$ cat src/rtl/llsc_pkg.sv
package llsc_pkg;
  typedef enum logic {
    OP_LINK_LOAD  = 1'b0,
    OP_COND_STORE = 1'b1
  } llsc_op_e;
endpackage

$ cat src/rtl/llsc_eaddr.sv
module llsc_eaddr #(
  parameter int ADDR_W = 32,
  parameter int OFS_W  = 16
) (
  input  logic [ADDR_W-1:0] base,
  input  logic [OFS_W-1:0]  ofs,
  output logic [ADDR_W-1:0] ea
);
  localparam int EXT_W = ADDR_W - OFS_W;
  logic [ADDR_W-1:0] ofs_ext;
  assign ofs_ext = {{EXT_W{ofs[OFS_W-1]}}, ofs};
  assign ea = base + ofs_ext;
endmodule

$ cat src/rtl/llsc_snoop.sv
module llsc_snoop #(
  parameter int ADDR_W = 32,
  parameter int N_SNP  = 2,
  parameter int LSB    = 2
) (
  input  logic [N_SNP-1:0]        snp_we,
  input  logic [N_SNP*ADDR_W-1:0] snp_addr,
  input  logic [ADDR_W-1:0]       cmp_ea,
  input  logic [ADDR_W-1:0]       cmp_resv,
  output logic                    hit_ea,
  output logic                    hit_resv
);
  logic [N_SNP-1:0] hv_ea, hv_resv;
  for (genvar i = 0; i < N_SNP; i++) begin : g_port
    logic [ADDR_W-1:0] a;
    assign a = snp_addr[i*ADDR_W +: ADDR_W];
    assign hv_ea[i]   = snp_we[i] && (((a ^ cmp_ea)   >> LSB) == '0);
    assign hv_resv[i] = snp_we[i] && (((a ^ cmp_resv) >> LSB) == '0);
  end
  assign hit_ea   = |hv_ea;
  assign hit_resv = |hv_resv;
endmodule

$ cat src/rtl/llsc_resv.sv
module llsc_resv #(
  parameter int ADDR_W = 32,
  parameter int LSB    = 2
) (
  input  logic              clk,
  input  logic              rst_n,
  input  logic              ll_acc,
  input  logic              sc_acc,
  input  logic [ADDR_W-1:0] ea,
  input  logic              snp_hit_ea,
  input  logic              snp_hit_resv,
  output logic              resv_valid,
  output logic [ADDR_W-1:0] resv_addr,
  output logic              sc_ok
);
  localparam int WORD_W = ADDR_W - LSB;
  logic [WORD_W-1:0] resv_word;
  logic              same_word;

  assign resv_addr = {resv_word, {LSB{1'b0}}};
  assign same_word = ((ea ^ resv_addr) >> LSB) == '0;
  assign sc_ok     = resv_valid && same_word && !snp_hit_ea;

  always_ff @(posedge clk) begin
    if (!rst_n) begin
      resv_valid <= 1'b0;
      resv_word  <= '0;
    end else if (ll_acc) begin
      resv_valid <= !snp_hit_ea;
      resv_word  <= ea[ADDR_W-1:LSB];
    end else if (sc_acc || snp_hit_resv) begin
      resv_valid <= 1'b0;
    end
  end

  a_r5_snoop_clears: assert property (@(posedge clk) disable iff (!rst_n)
    (snp_hit_resv && !ll_acc) |=> !resv_valid);
  a_r6_sc_clears: assert property (@(posedge clk) disable iff (!rst_n)
    sc_acc |=> !resv_valid);
  a_r8_ll_collide: assert property (@(posedge clk) disable iff (!rst_n)
    (ll_acc && snp_hit_ea) |=> !resv_valid);
  a_r7_sc_collide: assert property (@(posedge clk) disable iff (!rst_n)
    (snp_hit_ea && sc_acc) |-> !sc_ok);
endmodule

$ cat src/rtl/llsc_monitor.sv
module llsc_monitor #(
  parameter int ADDR_W = 32,
  parameter int DATA_W = 32,
  parameter int OFS_W  = 16,
  parameter int N_SNP  = 2
) (
  input  logic                    clk,
  input  logic                    rst_n,
  input  logic                    req_valid,
  output logic                    req_ready,
  input  logic                    req_op,
  input  logic [ADDR_W-1:0]       req_base,
  input  logic [OFS_W-1:0]        req_ofs,
  input  logic [DATA_W-1:0]       req_wdata,
  input  logic [N_SNP-1:0]        snp_we,
  input  logic [N_SNP*ADDR_W-1:0] snp_addr,
  output logic                    resp_valid,
  input  logic                    resp_ready,
  output logic [DATA_W-1:0]       resp_data,
  output logic                    mem_we,
  output logic [ADDR_W-1:0]       mem_addr,
  output logic [DATA_W-1:0]       mem_wdata
);
  import llsc_pkg::*;
  localparam int LSB = $clog2(DATA_W / 8);

  llsc_op_e          op;
  logic              acc, ll_acc, sc_acc;
  logic [ADDR_W-1:0] ea, resv_addr;
  logic              hit_ea, hit_resv, resv_valid, sc_ok;

  assign op        = llsc_op_e'(req_op);
  assign req_ready = !resp_valid || resp_ready;
  assign acc       = req_valid && req_ready;
  assign ll_acc    = acc && (op == OP_LINK_LOAD);
  assign sc_acc    = acc && (op == OP_COND_STORE);

  llsc_eaddr #(.ADDR_W(ADDR_W), .OFS_W(OFS_W)) u_ea (
    .base(req_base), .ofs(req_ofs), .ea(ea));

  llsc_snoop #(.ADDR_W(ADDR_W), .N_SNP(N_SNP), .LSB(LSB)) u_snp (
    .snp_we(snp_we), .snp_addr(snp_addr), .cmp_ea(ea), .cmp_resv(resv_addr),
    .hit_ea(hit_ea), .hit_resv(hit_resv));

  llsc_resv #(.ADDR_W(ADDR_W), .LSB(LSB)) u_resv (
    .clk(clk), .rst_n(rst_n), .ll_acc(ll_acc), .sc_acc(sc_acc), .ea(ea),
    .snp_hit_ea(hit_ea), .snp_hit_resv(hit_resv),
    .resv_valid(resv_valid), .resv_addr(resv_addr), .sc_ok(sc_ok));

  always_ff @(posedge clk) begin
    if (!rst_n) begin
      resp_valid <= 1'b0;
      resp_data  <= '0;
      mem_we     <= 1'b0;
      mem_addr   <= '0;
      mem_wdata  <= '0;
    end else begin
      mem_we <= sc_acc && sc_ok;
      if (sc_acc) begin
        resp_valid <= 1'b1;
        resp_data  <= DATA_W'(sc_ok);
        mem_addr   <= ea;
        mem_wdata  <= req_wdata;
      end else if (resp_ready) begin
        resp_valid <= 1'b0;
      end
    end
  end

  a_r10_hold: assert property (@(posedge clk) disable iff (!rst_n)
    (resp_valid && !resp_ready) |=> (resp_valid && $stable(resp_data)));
  a_r2_we_means_success: assert property (@(posedge clk) disable iff (!rst_n)
    mem_we |-> (resp_valid && resp_data == DATA_W'(1)));
  a_r3_no_resv_fails: assert property (@(posedge clk) disable iff (!rst_n)
    (sc_acc && !resv_valid) |=> (!mem_we && resp_data == '0));
  a_r10_ll_no_resp: assert property (@(posedge clk) disable iff (!rst_n)
    (ll_acc && resp_ready) |=> !resp_valid);
endmodule

$ cat config.mk
export PLATFORM = sky130hd
export DESIGN_NAME = llsc_monitor
export DESIGN_NICKNAME = d
export VERILOG_FILES = /design/src/rtl/llsc_pkg.sv /design/src/rtl/llsc_eaddr.sv /design/src/rtl/llsc_snoop.sv /design/src/rtl/llsc_resv.sv /design/src/rtl/llsc_monitor.sv
export SDC_FILE = /design/constraint.sdc
export NUM_CORES = 1
export LEC_CHECK = 0
export CAP_MARGIN = 0
export CELL_PAD_IN_SITES_DETAIL_PLACEMENT = 1
export CELL_PAD_IN_SITES_GLOBAL_PLACEMENT = 1
export CORE_ASPECT_RATIO = 1.25
export CORE_MARGIN = 2
export CORE_UTILIZATION = 30
export DETAILED_ROUTE_END_ITERATION = 10
export PLACE_DENSITY_LB_ADDON = 0.08
export SYNTH_ARGS = -nofsm -noshare
export SYNTH_HDL_FRONTEND = slang
export SYNTH_SLANG_ARGS = --single-unit
$ cat constraint.sdc
create_clock -name clk -period 3.7 [get_ports clk]
set_input_delay 0.74 -clock clk [delete_from_list [all_inputs] [get_ports clk]]
set_output_delay 0.74 -clock clk [all_outputs]
set_load 0.005 [all_outputs]
Yosys cells after proc, flatten, opt, wreduce, memory -nomap -nowiden:

Cells that the tools add are included.

* register bits: 98
* input port bits: 151
* output and inout port bits: 99

* add/subtract/negate cells: 1
* muxes and demuxes: 4
* bitwise operators: 6
* reduce and logical (&&, ||, !) cells: 23

Operator list (number)
* $logic_not 32->1: 5
* $xor 32x32->32: 5
* $add 32x32->32: 1
* $logic_and 1x1->1: 10
* $mux 1: 4
* $reduce_bool 2->1: 2
* $reduce_or 2->1: 2
* $logic_not 1->1: 2
* $logic_or 1x1->1: 2
* $not 1->1: 1

Logic depth before layout (Yosys ltp):

Gate-level depths: netlist of run 1.

* depth in word-level cells: 8
* mapped depth: 14

Cells and area by module:

From an unflattened synthesis of run 1, not the netlist that was laid out.

* cells, all modules: 871
* area, all modules: 7511.0 um^2

By module, submodules not included
* llsc_monitor: times used 1, cells each 323, area each 2934.1 um^2, sequential area each 1341.3 um^2
* llsc_eaddr: times used 1, cells each 241, area each 1744.2 um^2, sequential area each 0.0 um^2
* llsc_resv: times used 1, cells each 145, area each 1519.0 um^2, sequential area each 620.6 um^2
* llsc_snoop: times used 1, cells each 162, area each 1313.8 um^2, sequential area each 0.0 um^2

Least setup slack after synthesis of run 1:

OpenSTA, ideal clock, no wires.

* kind: input to register
* start point: input req_base[24]
* end point: register resp_data[0]
* arrival: 3894 ps
* slack: -261 ps
* stages on the path: 12
* cells stage by stage: ha_1 clkbuf_1 nand2_1 o21ai_1 mux2_2 a211o_1 nor3_1 xnor2_1 nand4_1 or4_1 or4_4 o21ai_2

* longest elaborated chain between the ends: 7

Ends and longest elaborated chain
* start: declaration: line llsc_monitor.sv:12 `input logic [ADDR_W-1:0] req_base,`
* $add 32x32->32 (*): line llsc_eaddr.sv:12 `assign ea = base + ofs_ext;`
* $xor 32x32->32: line llsc_snoop.sv:17 `assign hv_ea[i] = snp_we[i] && (((a ^ cmp_ea) >> LSB) == '0);`
* $logic_not 32->1: line llsc_snoop.sv:17
* $logic_and 1x1->1: line llsc_snoop.sv:17
* $reduce_or 2->1: line llsc_snoop.sv:20 `assign hit_ea = |hv_ea;`
* $logic_not 1->1: line llsc_resv.sv:22 `assign sc_ok = resv_valid && same_word && !snp_hit_ea;`
* $logic_and 1x1->1 (*): line llsc_resv.sv:22
* end signal: assignment: line llsc_monitor.sv:61 `resp_data <= DATA_W'(sc_ok);`
* end: declaration: line llsc_monitor.sv:19 `output logic [DATA_W-1:0] resp_data,`

Every way passes the cells marked *; elsewhere a longest branch is shown, timed or not.
A chain may end at the register's enable or synchronous reset.

Final worst setup path of run 1:

* start point: input req_ofs[1]
* end point: register resp_data[0]

* longest elaborated chain between the ends: 7

Ends and longest elaborated chain
* start: declaration: line llsc_monitor.sv:13 `input logic [OFS_W-1:0] req_ofs,`
* $add 32x32->32 (*): line llsc_eaddr.sv:12
* $xor 32x32->32: line llsc_snoop.sv:17
* $logic_not 32->1: line llsc_snoop.sv:17
* $logic_and 1x1->1: line llsc_snoop.sv:17
* $reduce_or 2->1: line llsc_snoop.sv:20
* $logic_not 1->1: line llsc_resv.sv:22
* $logic_and 1x1->1 (*): line llsc_resv.sv:22

Marked as above.

==> results of run 1 <==
-- cell type report --
type / instances / share of cell area (%)
repair buffers: 495 / 30.30
flip-flops and latches: 98 / 13.74
well taps: 355 / 3.110
multi-input cells: 910 / 50.52
clock inverters: 7 / 0.4118
clock buffers: 9 / 1.577
inverters: 13 / 0.3417
-- worst paths after layout --
check,start,cells past startpoint,endpoint
worst min register to register,mem_wdata[11]$_SDFFE_PN0P_,2,mem_wdata[11]$_SDFFE_PN0P_
worst max register to register,resp_valid$_SDFFE_PN0P_,10,resp_data[0]$_SDFFE_PN0P_
worst min-delay path,mem_wdata[11]$_SDFFE_PN0P_,2,mem_wdata[11]$_SDFFE_PN0P_
worst max-delay path,req_ofs[1],13,resp_data[0]$_SDFFE_PN0P_
-- registers in the layout (all words and copies together) (netlist names) --
name	flops
mem_we	1
u_resv.resv_word	30
mem_addr	32
resp_data	1
resp_valid	1
u_resv.resv_valid	1
mem_wdata	32
-- power groups by stage --
| stage | Combinational [mW] | Sequential [mW] | Clock, mW |
|---|---|---|---|
| floorplan | 1.03 | 1.20 | 0 |
| finish | 2.39 | 1.19 | 0.910 |
| global placement | 2.07 | 1.21 | 0 |
| detailed placement | 2.09 | 1.22 | 0 |
| CTS | 2.31 | 1.19 | 0.943 |
| global route | 2.56 | 1.20 | 0.980 |
-- cell usage after synthesis (12+ instances only) --
cell / number / area (µm²)
nor2_1: 31 / 116.4
xnor2_1: 118 / 1033
nand3_1: 20 / 100.1
xor2_1: 40 / 350.3
inv_1: 13 / 48.80
a21boi_0: 69 / 518.0
nand4_1: 38 / 237.7
nor3_1: 17 / 85.08
o21ai_0: 40 / 200.2
a21oi_1: 34 / 170.2
ha_1: 31 / 387.9
o21ai_1: 13 / 65.06
clkbuf_1: 36 / 135.1
o211a_1: 12 / 120.1
nor4_1: 19 / 118.9
dfxtp_1: 98 / 1962
buf_4: 31 / 232.7
buf_2: 16 / 80.08
nand2_1: 206 / 773.2
xnor3_1: 17 / 382.9
and2_1: 23 / 143.9
-- routing by layer --
metal	global-route usage (%)	up-vias	part of all wire (%)	wire (µm)
met2	45.36	239	51	19990
met3	2.397	57	3.1	1211
met4	10.64	0	3.6	1396
li1	-	4666	-	-
met1	30.53	4645	42	16390
met5	0	-	0	0
-- worst max-delay path, cell delays in order --
cell,delay [ps]
buf_8,100
ha_4,220
a211o_1,280
a221o_2,490
xor2_4,190
xor2_1,150
or4_4,420
nor4_2,140
buf_4,140
nand4_1,130
or4_1,440
or4_4,440
o21ai_2,140
-- per-stage QoR --
| step | area [µm²] | setup TNS, ps |
|---|---|---|
| global placement | 12730 | -10450 |
| CTS | 13980 | -75.81 |
| floorplan | 8803 | 0 |
| finish | 14280 | -39.50 |
| detailed placement | 12730 | -11810 |
| global route | 14280 | -317.3 |
-- what timing repair did --
action / in CTS / in global routing
pin swaps: 51 / 22
endpoints found under the hold margin: 0 / 0
setup buffers: 30 / 5
gates cloned: 1 / 0
gates resized for setup: 179 / 56
endpoints found under the setup margin: 11 / 3
-- cell families after synthesis --
kind of cell               count (synthesis)
other                                      1
DFF                                       98
and+or+nand+nor                          402
xor gates and xnor gates                 178
muxes                                      5
adders and majority gates                 32
buffers and inverters                    106
AOI/OAI and AO/OA                        262
==> flow_metrics.py, run 1 <==
metrics = {
    "setup_path": {
        "worst_setup_path_end_kind": "flop",
        "crit_fanout": 7,
        "critPathRequiredTime_ps": 3990,
        "r2r_slack_ps": 910,
        "arrival_ps": 4020,
        "path_class": "input pin to flop",
        "start_kind": "input pin",
    },
    "layout": {
        "fillers": 3314,
        "drive_above_1_share_pct": 29.18,
        "fin_util_pct": 50.43,
        "most-common-layout-cells": "buf_4 (266), nand2_1 (202), clkdlybuf4s50_1 (175), xnor2_1 (111), dfxtp_1 (98)",
        "multi_input_area_mm2": 0.007214,
        "diodes": 0,
        "final_cells": 1887,
        "register_area_mm2": 0.001962,
        "nNetsFinal": 1710,
        "syn_to_final_growth_pct": 65.62,
        "final_common_cell": "buf_4",
    },
    "placement": {
        "dp.cells": 1835,
        "pre_cts_slack_ps": -1135,
        "io_buffer_count": 214,
        "place_congestion": 0.9424,
        "hpwl_mm": 32.13,
    },
    "timing": {
        "slew_viol_final": 0,
        "hold_violations": 0,
        "period_share_pct": 101.1,
        "fmax_mhz": 267.4,
        "period_needed_ps": 3739,
        "setup_viol": 2,
        "rsz0062_at_grt": "true",
        "slew_headroom_pct": 51.97,
        "skew_ps": 7.954,
        "finalWorstSetupSlack_ps": -39.20,
        "timing.hold.ws_ps": 460.9,
        "worst_pin_slew_ps": 719.6,
    },
    "detailed_routing": {
        "viasPerCell": 5.091,
        "drtIter0Drc": 420,
        "drtPass1Iterations": 4,
        "ant_nets": 0,
        "wl_per_cell_um": 20.66,
        "finalWirelength_mm": 38.98,
        "route.detailed.drc": 0,
        "vias": 9607,
    },
    "power_and_ir_drop": {
        "comb_power_share_pct": 53.1,
        "pwr-share-clk_pct": 20.3,
        "switching_share_pct": 36.93,
        "power_density_mw_per_mm2": 314.3,
        "p_switching_mw": 1.657,
        "intPower_mw": 2.831,
        "p_leak_nw": 5.785,
        "total_power_mw": 4.488,
        "seq_power_share_pct": 26.6,
        "max-vdd-ir-drop_mv": 0.2296,
    },
    "logic_synthesis": {
        "yosysUniqueCellTypes": 80,
        "ys_async_sr_fraction_pct": 0,
        "syn_inst": 1084,
        "mappedNetlistArea_mm2": 0.008622,
        "synth_edf_count": 0,
        "synthSimpleGateAreaFrac_pct": 22.32,
        "synth_xor_area_share_pct": 21.27,
        "ys_seq_area_share_pct": 22.75,
        "synth_top_family_by_area": "simple AND/OR/NAND/NOR gates",
        "synth_fa_ha_area_share_pct": 4.731,
        "synth_area_per_cell_um2": 7.954,
        "yosysWarnings": 0,
        "synth_ff_type": "dfxtp_1",
        "synth_mux_area_share_pct": 0.5950,
        "synth_seq_cells": 98,
        "synth_compound_area_share_pct": 21.99,
    },
    "die": {
        "initial_utilization_pct": 30.45,
        "pin_count": 250,
        "dieWidth_um": 155.6,
        "num_rows": 69,
        "dieArea_mm2": 0.03012,
        "core_mm2": 0.02832,
        "die_y_um": 193.5,
    },
    "global_routing": {
        "grt_max_degree": 62,
        "antenna_found_initial": 0,
        "grt_remaining_overflow": 0,
        "grt_pass1_vias": 9916,
        "grt_pass1_wl_mm": 58.08,
        "track_usage_pct": 25.27,
    },
    "run_status": {
        "violations": "setup timing",
        "status": "complete, but fails checks",
    },
    "cts": {
        "clockBufferDepth": 2,
        "clk_latency_ps": 350,
        "cts_tree": "built",
        "cts_buffers": 9,
        "holdBufCountCts": 0,
        "h-tree-depth": 3,
        "clockRootBuffer": "clkbuf_16",
        "cts_sinks": 98,
        "path_clk_slew_ps": 70,
    },
    "flow_run": {
        "cap_violations": 0,
    },
    "hold_path": {
        "hold_path_class": "flop to flop",
    },
}
(Power assumes the default switching activity.)
==> run 2, diff against run 1 <==
Settings changed: CTS_CLUSTER_SIZE set to 12.
==> results of run 2 <==
Same layout as run 1: the final DEF is identical, and so are final timing and power.
